## config.mk

```make
export PLATFORM = sky130hd
export DESIGN_NAME = busarb_ctrl
export DESIGN_NICKNAME = d
export VERILOG_FILES = /design/src/rtl/busarb_pkg.sv /design/src/rtl/arb_boundary.sv /design/src/rtl/arb_clear.sv /design/src/rtl/arb_fsm.sv /design/src/rtl/busarb_ctrl.sv
export SDC_FILE = /design/constraint.sdc
export NUM_CORES = 1
export LEC_CHECK = 0
export BUFFER_PORTS_ARGS = -buffer_cell sky130_fd_sc_hd__buf_2
export CORE_AREA = 2 2 39 41
export DETAILED_ROUTE_END_ITERATION = 10
export DIE_AREA = 0 0 41 43
export MAX_ROUTING_LAYER = met4
export PLACE_DENSITY = 0.66
export SYNTH_ARGS = -nofsm -noshare
export SYNTH_HDL_FRONTEND = slang
export SYNTH_HIERARCHICAL = 1
export SYNTH_SLANG_ARGS = --single-unit
```

## constraint.sdc

```tcl
create_clock -name clk -period 1.7 [get_ports clk]
set_clock_uncertainty 0.1 [all_clocks]
set_input_delay 0.34 -clock clk [delete_from_list [all_inputs] [get_ports clk]]
set_output_delay 0.34 -clock clk [all_outputs]
set_load 0.02 [all_outputs]
```

## src/rtl/busarb_pkg.sv

```systemverilog
package busarb_pkg;
    typedef enum logic [1:0] {
        ARB_LOCAL  = 2'd0,
        ARB_OFFER  = 2'd1,
        ARB_EXTERN = 2'd2
    } arb_state_e;
endpackage

```

## src/rtl/arb_boundary.sv

```systemverilog
// Tracks the beats of a local operand and flags the edge where a grant is safe.
module arb_boundary #(
    parameter int SZ_W  = 2,
    parameter int CNT_W = 2
) (
    input  logic             clk,
    input  logic             rst_n,
    input  logic             xfer_busy,
    input  logic             beat_done,
    input  logic [SZ_W-1:0]  op_size,
    input  logic [SZ_W-1:0]  port_size,
    output logic             safe_pt
);
    logic [SZ_W-1:0]  span;
    logic [CNT_W-1:0] last_idx;
    logic [CNT_W-1:0] beat_cnt;
    logic             last_beat;

    always_comb begin
        span      = (op_size > port_size) ? (op_size - port_size) : '0;
        last_idx  = CNT_W'((32'd1 << span) - 32'd1);
        last_beat = (beat_cnt == last_idx);
        safe_pt   = !xfer_busy || (beat_done && last_beat);
    end

    always_ff @(posedge clk or negedge rst_n) begin
        if (!rst_n) begin
            beat_cnt <= '0;
        end else if (!xfer_busy) begin
            beat_cnt <= '0;
        end else if (beat_done) begin
            beat_cnt <= last_beat ? '0 : beat_cnt + CNT_W'(1);
        end
    end
endmodule

```

## src/rtl/arb_clear.sv

```systemverilog
// Registered bus-clear request from internal masters or an interrupt above threshold.
module arb_clear #(
    parameter int N_MST = 3,
    parameter int LVL_W = 3
) (
    input  logic             clk,
    input  logic             rst_n,
    input  logic [N_MST-1:0] int_mst_req,
    input  logic [LVL_W-1:0] irq_lvl,
    input  logic [LVL_W-1:0] irq_thr,
    output logic             bus_clr
);
    logic want_clr;

    always_comb begin
        want_clr = (|int_mst_req) || (irq_lvl > irq_thr);
    end

    always_ff @(posedge clk or negedge rst_n) begin
        if (!rst_n) begin
            bus_clr <= 1'b0;
        end else begin
            bus_clr <= want_clr;
        end
    end
endmodule

```

## src/rtl/arb_fsm.sv

```systemverilog
// Request / grant / acknowledge ownership state machine.
module arb_fsm
    import busarb_pkg::*;
(
    input  logic clk,
    input  logic rst_n,
    input  logic ext_req,
    input  logic ext_ack,
    input  logic safe_pt,
    input  logic rmw_lock,
    output logic bus_grant,
    output logic local_bus_en
);
    arb_state_e state_q, state_d;

    always_ff @(posedge clk or negedge rst_n) begin
        if (!rst_n) begin
            state_q <= ARB_LOCAL;
        end else begin
            state_q <= state_d;
        end
    end

    always_comb begin
        state_d = state_q;
        unique case (state_q)
            ARB_LOCAL: begin
                if (ext_req && safe_pt && !rmw_lock) begin
                    state_d = ARB_OFFER;
                end
            end
            ARB_OFFER: begin
                if (ext_ack) begin
                    state_d = ARB_EXTERN;
                end else if (!ext_req) begin
                    state_d = ARB_LOCAL;
                end
            end
            ARB_EXTERN: begin
                if (!ext_ack) begin
                    state_d = ARB_LOCAL;
                end
            end
            default: state_d = ARB_LOCAL;
        endcase
    end

    always_comb begin
        bus_grant    = (state_q == ARB_OFFER);
        local_bus_en = (state_q == ARB_LOCAL);
    end
endmodule

```

## src/rtl/busarb_ctrl.sv

```systemverilog
module busarb_ctrl #(
    parameter int N_MST = 3,
    parameter int LVL_W = 3,
    parameter int SZ_W  = 2,
    parameter int CNT_W = 2
) (
    input  logic             clk,
    input  logic             rst_n,
    input  logic             ext_req,
    input  logic             ext_ack,
    input  logic             xfer_busy,
    input  logic             beat_done,
    input  logic [SZ_W-1:0]  op_size,
    input  logic [SZ_W-1:0]  port_size,
    input  logic             rmw_lock,
    input  logic [N_MST-1:0] int_mst_req,
    input  logic [LVL_W-1:0] irq_lvl,
    input  logic [LVL_W-1:0] irq_thr,
    output logic             bus_grant,
    output logic             bus_clr,
    output logic             local_bus_en
);
    logic safe_pt;

    arb_boundary #(.SZ_W(SZ_W), .CNT_W(CNT_W)) u_bound (
        .clk       (clk),
        .rst_n     (rst_n),
        .xfer_busy (xfer_busy),
        .beat_done (beat_done),
        .op_size   (op_size),
        .port_size (port_size),
        .safe_pt   (safe_pt)
    );

    arb_fsm u_fsm (
        .clk          (clk),
        .rst_n        (rst_n),
        .ext_req      (ext_req),
        .ext_ack      (ext_ack),
        .safe_pt      (safe_pt),
        .rmw_lock     (rmw_lock),
        .bus_grant    (bus_grant),
        .local_bus_en (local_bus_en)
    );

    arb_clear #(.N_MST(N_MST), .LVL_W(LVL_W)) u_clr (
        .clk         (clk),
        .rst_n       (rst_n),
        .int_mst_req (int_mst_req),
        .irq_lvl     (irq_lvl),
        .irq_thr     (irq_thr),
        .bus_clr     (bus_clr)
    );
endmodule

```

; After elaboration in Yosys (flattened, before gate mapping)
; Cells that the tools add are included.
[word_totals]
register_bits = 5
input_bits = 20
out_inout_bits = 3
[op_classes]
addsub = 3
magnitude_cmp = 2
eq_ne = 7
shift = 1
n_mux = 9
n_reduce_logical = 10
[ops]
columns = operator, n
row1 = $mux W2, 8
row2 = $pmux W2 S3, 1
row3 = $ne A2 B1 Y1 const B, 2
row4 = $gt A3 B3 Y1, 1
row5 = $logic_and A1 B1 Y1, 3
row6 = $ne A3 B3 Y1 const B, 1
row7 = $reduce_and A3 Y1, 1
row8 = $reduce_or A3 Y1, 1
row9 = $add A2 B1 Y2 const B, 1
row10 = $eq A2 B1 Y1 const B, 1
row11 = $eq A2 B2 Y1, 1
row12 = $eq A2 B2 Y1 const B, 1
row13 = $gt A2 B2 Y1, 1
row14 = $logic_not A1 Y1, 2
row15 = $logic_not A2 Y1, 1
row16 = $logic_or A1 B1 Y1, 2
row17 = $ne A2 B2 Y1 const B, 1
row18 = $shl A1 B2 Y2 const A, 1
row19 = $sub A2 B1 Y2 const B, 1
row20 = $sub A2 B2 Y2, 1

; Depth between registers and ports, before layout
; Gate-level depths: netlist (run 1).
[logic_depth]
ltp_word = 11
depth_mapped = 9
mapped_depth_nobuf = 9

; Hierarchy
; The synthesis (run 1) kept the hierarchy.
[modules_own_cells]
columns = module, instances, cells_each, area_each_um2, seq_area_each_um2
row1 = arb_boundary, 1, 26, 214.0, 50.0
row2 = arb_clear, 1, 13, 110.1, 25.0
row3 = arb_fsm, 1, 10, 102.6, 50.0

; Worst setup path before layout (run 1)
; No wires, ideal clock.
[synth_timing]
path_kind = input -> register
start = in op_size[0]
end = reg u_fsm.state_q[0]
setup_time_ps = 77
t_arrival_ps = 1877
setup_slack_ps = -355
path_stages = 9
path_buffers = 0
path_cell_list = inv_1 ha_1 inv_1 fa_1 nor3_1 a31oi_1 o221ai_1 or3b_1 a21oi_1
[synth_between]
elab_chain_cells = 11
elab_cells_between_ends = 12
classes_between = 2 x add/sub / 1 x order compare / 2 x eq/ne / 1 x shift / 1 x mux / 5 x reduce/logical
[synth_lines]
columns = element, line_no
row1 = from (decl), busarb_ctrl.sv:13  ; input logic [SZ_W-1:0] op_size,
row2 = $sub A2 B2 Y2 / $gt A2 B2 Y1 (equally long branches), arb_boundary.sv:20  ; span = (op_size > port_size) ? (op_size - port_size) : '0;
row3 = $mux W2 (*), arb_boundary.sv:20
row4 = $shl A1 B2 Y2 (*), arb_boundary.sv:21  ; last_idx = CNT_W'((32'd1 << span) - 32'd1);
row5 = $sub A2 B1 Y2 (*), arb_boundary.sv:21
row6 = $eq A2 B2 Y1 (*), arb_boundary.sv:22  ; last_beat = (beat_cnt == last_idx);
row7 = $logic_and A1 B1 Y1 (*), arb_boundary.sv:23  ; safe_pt = !xfer_busy || (beat_done && last_beat);
row8 = $logic_or A1 B1 Y1 (*), arb_boundary.sv:23
row9 = named net safe_pt, busarb_ctrl.sv:23  ; logic safe_pt;
row10 = $logic_and A1 B1 Y1 (*) (2 in a row), arb_fsm.sv:28  ; if (ext_req && safe_pt && !rmw_lock) begin
row11 = $ne A2 B1 Y1 (no line) (*), -
row12 = $reduce_and A3 Y1 (no line) (*), -
row13 = to (signal assigned), arb_fsm.sv:20  ; state_q <= state_d;
row14 = to (decl), arb_fsm.sv:14  ; arb_state_e state_q, state_d;
; The timed path passes the listed nets; every way through them passes the cells marked *.
; A chain may end at the register's enable or synchronous reset.

; Worst setup path after layout (run 1)
; Same ends and word-level chain as after synthesis.

==> results of run 1 <==
-- cells by family after synthesis --
| kind of cell | Yosys count | share of synthesized area [%] |
|---|---|---|
| simple gates | 19 | 25.2 |
| compound gates | 11 | 19.1 |
| fa+ha+maj | 6 | 19.4 |
| buf+inv | 8 | 7.04 |
| flops | 5 | 29.3 |
-- what timing repair did --
action                     in CTS  in global routing
buffers inserted                1                  1
hold endpoints to repair        5                  0
hold buffers                    1                  0
setup endpoints to repair       2                  2
resized for setup               3                  6
pin swaps                       4                  4
-- placed cells by master, fill, tap and decap left out, drive strengths merged --
cell          n
buf          26
inv           8
dfrtp         5
ha            5
clkbuf        4
nand3         3
nand2         3
or2b          2
nand2b        2
a31oi         2
nor2          2
nor2b         2
o21a          2
nor3          2
o21ai         2
dlygate4sd3   1
nand3b        1
o221ai        1
a211o         1
a21boi        1
fa            1
a211oi        1
and2b         1
or3b          1
a21oi         1
-- power by group --
part | switching [W] | internal (W) | total, W
clock network | 0.0000489 | 0.0000888 | 0.000138
registers | 0.00000755 | 0.000128 | 0.000135
logic | 0.0000679 | 0.0000859 | 0.000154
total | 0.000124 | 0.000302 | 0.000427
-- metal layers --
layer	vias to the layer above	global-route usage, %	routed length [um]
met5	-	-	0
met4	0	6.00	6
met3	2	6.28	64
met2	16	19.1	445
met1	195	12.6	368
li1	232	-	-
-- worst reg2reg max path, stage by stage (launching register included) --
cell and delay [ns]:
dfrtp_1 0.39, nand2b_1 0.16, o221ai_1 0.18, or3b_4 0.40, a21oi_2 0.13
-- registers in the layout, summed over array words and instances, names as in the netlist --
register          count
u_bound/beat_cnt      2
u_clr/bus_clr         1
u_fsm/state_q         2
-- worst paths after layout --
path,end,slack (ns)
worst max register to register,u_fsm/state_q[0],0.27
worst min-delay path,u_clr/bus_clr,0.22
worst max-delay path,u_fsm/state_q[0],-0.26
max in group asynchronous,u_bound/beat_cnt[1],1.01
worst min register to register,u_fsm/state_q[0],0.47
min in group asynchronous,u_fsm/state_q[1],0.36
-- final cells by class --
class | count | share of cell area (%)
sequential | 5 | 18.4
timing repair buffer | 27 | 24.1
tap | 16 | 2.95
clock buffer | 4 | 3.87
multi-input combinational | 36 | 44.4
inverter | 8 | 6.26
-- stage by stage --
| step | util (%) | power, W | instances |
|---|---|---|---|
| after CTS | 47.0 | 0.000419 | 95 |
| after global routing | 49.1 | 0.000469 | 96 |
| after detailed placement | 43.1 | 0.000266 | 89 |
| after floorplan | - | 0.000215 | 49 |
| final | 49.1 | 0.000427 | 96 |
| after global placement | 43.1 | 0.000263 | 89 |
==> impl_results.md, run 1 <==
- Clock Latency Late Sink: 0.24 ns
- Status: complete, but fails checks
- Reg-to-Reg Start: u_bound/beat_cnt[0]
- Core box area: 1380 um^2
- WL final: slightly below 900 um
- Final period utilization: 115%
- Synth area leader: dfrtp_1
- Crit path capture type: flip-flop
- Pins Over Slew Limit: 0
- Min-delay worst type: input pin to flip-flop
- Vias in the first global route: 396
- CP startpoint: op_size[0]
- Via density: 4.64
- Worst setup SP type: input pin
- Top_reg_cell synth: dfrtp_1
- Final Hold Vio Count: 0
- Max rail drop VDD: 0.000333 V
- First-pass iteration count of the detailed router: 3
- CTS Buffer Depth: 2
- First-pass GRT wire length: 1420 um
- Critical path buffers and inverters: 4
- Post-synth EDFFs: 0
- Slowest CP cell: fa_2
- Multi-input logic area: 302 um^2
- Pre-CTS WS: -0.570 ns
- Static leakage: about 0.33 nW
- Num CTS Buffers: 3
- Worst-path maximum fanout: 3
- Clock Sinks: 5
- Path depth of the worst reg2reg path: 4
- DR iter-0 viols: 4
- Gr ovfl total: 0
- Worst Hold Depth: 3
- CP Depth: 10
- Sequential area share after synthesis: between 20 and 30%
- Clock tree from TritonCTS: built
- Top-count cell post-synth: inv_1
- #FFs+latches synth: 5
- Slew headroom: between 80 and 90%
- Setup Total Neg Slack: -0.261 ns
- DR vias: 445
- Syn-to-layout area delta: 59.2%
- Final GP Congestion: 0.603
- MaxCap Viol Count: 0
- Hold Crit Start: int_mst_req[2]
- Area contributors post-synth: dfrtp_1 (29%), ha_1 (15%), inv_1 (7.0%)
- Worst EP arrival: between 2 and 2.5 ns
- Initial antenna violation count: 0
- Io pins: 23
- Yosys warning count: 6
- Setup repair after global routing missed its margin: true
- Sequential cell area: 125 um^2
- Residual DRC: 0
- Final setup fails: 1
- Critical path's top delay family: adder cells
- Layout net count: 107
- Root Buffer: clkbuf_4
- Hold Slack: about 0.22 ns
- Antenna-violating nets left: 0
- Tot GR Track Use: 12.5%
- Die area: 1760 um^2
- Syn Nets: 75
- Failing checks: setup timing
- Largest net degree at the start of global routing: 6
- Commonest cells post-synth: inv_1 (8), dfrtp_1 (5), ha_1 (5)
- Die width: between 40 and 50 um
- Input/output buffers: 22
- Post-synthesis async set-or-reset flop share: 100%
- Final worst setup slack: -0.261 ns
- # rows: 14
- N_diodes: 0
- Worst-margin pin slew: approximately 0.17 ns
- Drt wl/cell: 9.22 um
- Die span in y: 43 um
- Period minus WS final: 1.96 ns
- Worst-path clk slew: approximately 0.050 ns
- Power Dens Cells: 628 nW/um^2
- Fmax: 510 MHz
- Layout cells sized above 1: 48.8%
- Initial cell density of the core: 30.8%
- Synth top area share: 29.3%
- Crit Path Class: input pin to flip-flop
- Syn Area/Cell: 8.71 um^2
- Cell count after synthesis: 49
- Worst EP required: 1.77 ns
- Crit path largest cell delay: 0.56 ns
- # fillers: 139
- Placed cell areas: slightly below 600 um^2
- Post-Syn Area: approximately 430 um^2
- Critical-path cell list: buf_8, inv_12, ha_4, inv_2, fa_2, buf_6, a31oi_1, o221ai_1, or3b_4, a21oi_2
- Synth unique cells: 23
- Post-route cell area: roughly 680 um^2
- H-Tree Depth: 1
- Post-DP HPWL: 707 um
Power figures use the tool's default switching activity.
==> inputs of run 2 (changes only) <==
- PLACE_DENSITY: 0.66 -> unset
==> run 2 against run 1 <==
  * The run still ends with setup timing left
  * Flip-flop and latch count is the same
  * Fmax grew 1.7%
  * Sequential share of layout area shrank 0.30 points
  * Sequential power is essentially flat
  * Setup slack gained 0.032 ns
  * Critical endpoint unchanged
  * Via count grew 0.45%
  * Clock power is essentially flat
  * Routed wire length grew 6.6%
  * First-iteration DRC count shrank 50%
  * Final area grew 1.7%
  * Combinational power is essentially flat
  * Non-clock buffer count is the same
  * Largest power group unchanged
==> impl_results.md, run 2 (synthesis gave the netlist of run 1 again) <==
- Final period utilization: 113% (-1.9 points)
- Post-DP HPWL: 803 um (+14%)
- Tot GR Track Use: 13.7% (+1.2 points)
- Switching share of power: 29.9% (+0.77 points)
- Cell internal pwr: 0.000299 W (-1.2%)
- Worst-path maximum fanout: 4 (+1)
- Worst EP required: 1.77 ns (about the same)
- Layout net count: 107 (unchanged)
- Largest regs: u_bound/beat_cnt: 2 flops, u_fsm/state_q: 2 flops, u_clr/bus_clr: 1 flops
- Clock Sinks: 5 (unchanged)
- Gr ovfl total: 0 (unchanged)
- Syn-to-layout area delta: 61.9%
- Setup repair after global routing missed its margin: true
- Root Buffer: clkbuf_4
- Fmax: 519 MHz (+1.7%)
- Crit path capture type: flip-flop
- # rows: 14 (unchanged)
- Placed Cells: 91 (+2.2%)
- WL final: 943 um (+6.6%)
- Final setup fails: 1 (unchanged)
- R2R setup slack: 0.21 ns (-0.06 ns)
- Worst-margin pin slew: 0.179 ns (+0.0113 ns)
- Vias in the first global route: 413 (+4.3%)
- Drt wl/cell: 9.82 um (+6.6%)
- Crit Path Class: input pin to flip-flop
- Reg-to-Reg Start: u_bound/beat_cnt[1]
- Post-Layout Cell Count: 96 (unchanged)
- Initial antenna violation count: 0 (unchanged)
- Residual DRC: 0 (unchanged)
- Psw: 0.000127 W (+2.5%)
- Post-CTS setup buffer count: 0 (-1)
- Final Hold Vio Count: 0 (unchanged)
- Power Dens Cells: 617 nW/um^2 (-1.8%)
- Worst EP arrival: 2.00 ns (-0.03 ns)
- Layout cells sized above 1: 47.5% (-1.3 points)
- Worst setup SP type: input pin
- DR vias: 447 (+0.45%)
- Clock tree from TritonCTS: built
- Hold Crit Start: int_mst_req[2]
- Failing checks: setup timing
- DR iter-0 viols: 2 (-2)
- Die span in y: 43 um (unchanged)
- Commonest non-fill, non-tap cells in the layout: buf_2 (20), inv_1 (6), dfrtp_1 (5), ha_1 (4), buf_4 (4)
- H-Tree Depth: 1 (unchanged)
- Clock Latency Late Sink: 0.24 ns (about the same)
- Core box area: 1380 um^2 (unchanged)
- Max rail drop VDD: 0.000324 V (-2.9%)
- CP startpoint: op_size[0]
- Largest net degree at the start of global routing: 6 (unchanged)
- Reg power frac: 31.7% (about the same)
- Status: complete, but fails checks
- Final GP Congestion: 0.658 (+9.2%)
- Die width: 41 um (unchanged)
- Commonest non-fill, non-tap cell in the layout: buf_2
- Io pins: 23 (unchanged)
- Combinational share of power: 36.2% (+0.2 points)
- Initial cell density of the core: 30.8% (unchanged)
- Part of the power in the clock network: 32.1% (-0.2 points)
- N_diodes: 0 (unchanged)
- Num CTS Buffers: 3 (unchanged)
- Worst-path clk slew: 0.04 ns (about the same)
- Static leakage: 0.336 nW (+0.60%)
- Final worst setup slack: -0.228 ns (+0.0323 ns)
- Antenna-violating nets left: 0 (unchanged)
- CTS Buffer Depth: 2 (unchanged)
- Pins Over Slew Limit: 0 (unchanged)
- Via density: 4.66 (+0.45%)
- First-pass GRT wire length: 1540 um (+8.2%)
- Slew headroom: 88.0% (-0.67 points)
- MaxCap Viol Count: 0 (unchanged)
- Setup Total Neg Slack: -0.228 ns (+0.0323 ns)
- Input/output buffers: 22 (unchanged)
- Die area: 1760 um^2 (unchanged)
- Min-delay worst type: input pin to flip-flop
- First-pass iteration count of the detailed router: 4 (+1)
- Period minus WS final: 1.93 ns (-0.0323 ns)
## run 2: cell counts in the layout (fill, tap and decap cells not counted)
No cell type changed its count.
## run 2: final timing paths
kind	depth (start not counted)	to
min reg2reg	2	u_fsm/state_q[0]
min in group asynchronous	2	u_fsm/state_q[0]
min	3	u_clr/bus_clr
max reg2reg	5	u_fsm/state_q[0]
max	10	u_fsm/state_q[0]
max in group asynchronous	2	u_bound/beat_cnt[1]
## run 2: layout make-up
cell class	count	area (um^2)
Clock buffer	4	26.3
Fill cell	144	693
Inverter	8	42.5
Multi-Input combinational cell	36	310
Sequential cell	5	125
Tap cell	16	20.0
Timing Repair Buffer	27	166
## run 2: metrics by stage
step                      hold WS (ns)  setup WS [ns]  util, %  power, W  area (um^2)
after global routing             0.210         -0.301     49.9  0.000458          691
after floorplan                -0.0556         -0.301        -  0.000215          452
after CTS                        0.195         -0.224     48.6  0.000425          672
after global placement          0.0604         -0.551     44.2  0.000269          612
after detailed placement        0.0626         -0.584     44.2  0.000274          612
final                            0.200         -0.228     49.9  0.000426          691
## run 2: worst max-delay path, stage by stage
cell and delay, ns:
buf_8 0.09, inv_12 0.03, ha_4 0.14, inv_2 0.04, fa_2 0.46, nand3b_1 0.14
nand3_1 0.08, o221ai_1 0.16, or3b_1 0.38, a21oi_2 0.13
## run 2: power by group through the flow
stage / Sequential (W) / Combinational [W] / Clock, W
floorplan: 0.000136 / 0.0000786 / 0
global placement: 0.000136 / 0.000132 / 0
detailed placement: 0.000137 / 0.000137 / 0
CTS: 0.000135 / 0.000147 / 0.000143
global route: 0.000137 / 0.000171 / 0.000150
finish: 0.000135 / 0.000154 / 0.000137
## run 2: what timing repair did
item                                   CTS  global route
hold buffers                             1             0
gates cloned                             0             0
pin swaps                                4             0
endpoints found under the hold margin    5             0
resized for setup                        6             2
setup endpoints to repair                3             2
## run 2: per-layer routing
metal	routed length (um)	GRT usage (%)	part of all wire, %	vias up
li1	-	-	-	228
met1	383	15.1	41	200
met2	463	19.1	49	17
met3	86	8.38	9.1	2
met4	10	6.00	1.1	0
met5	0	-	0	-
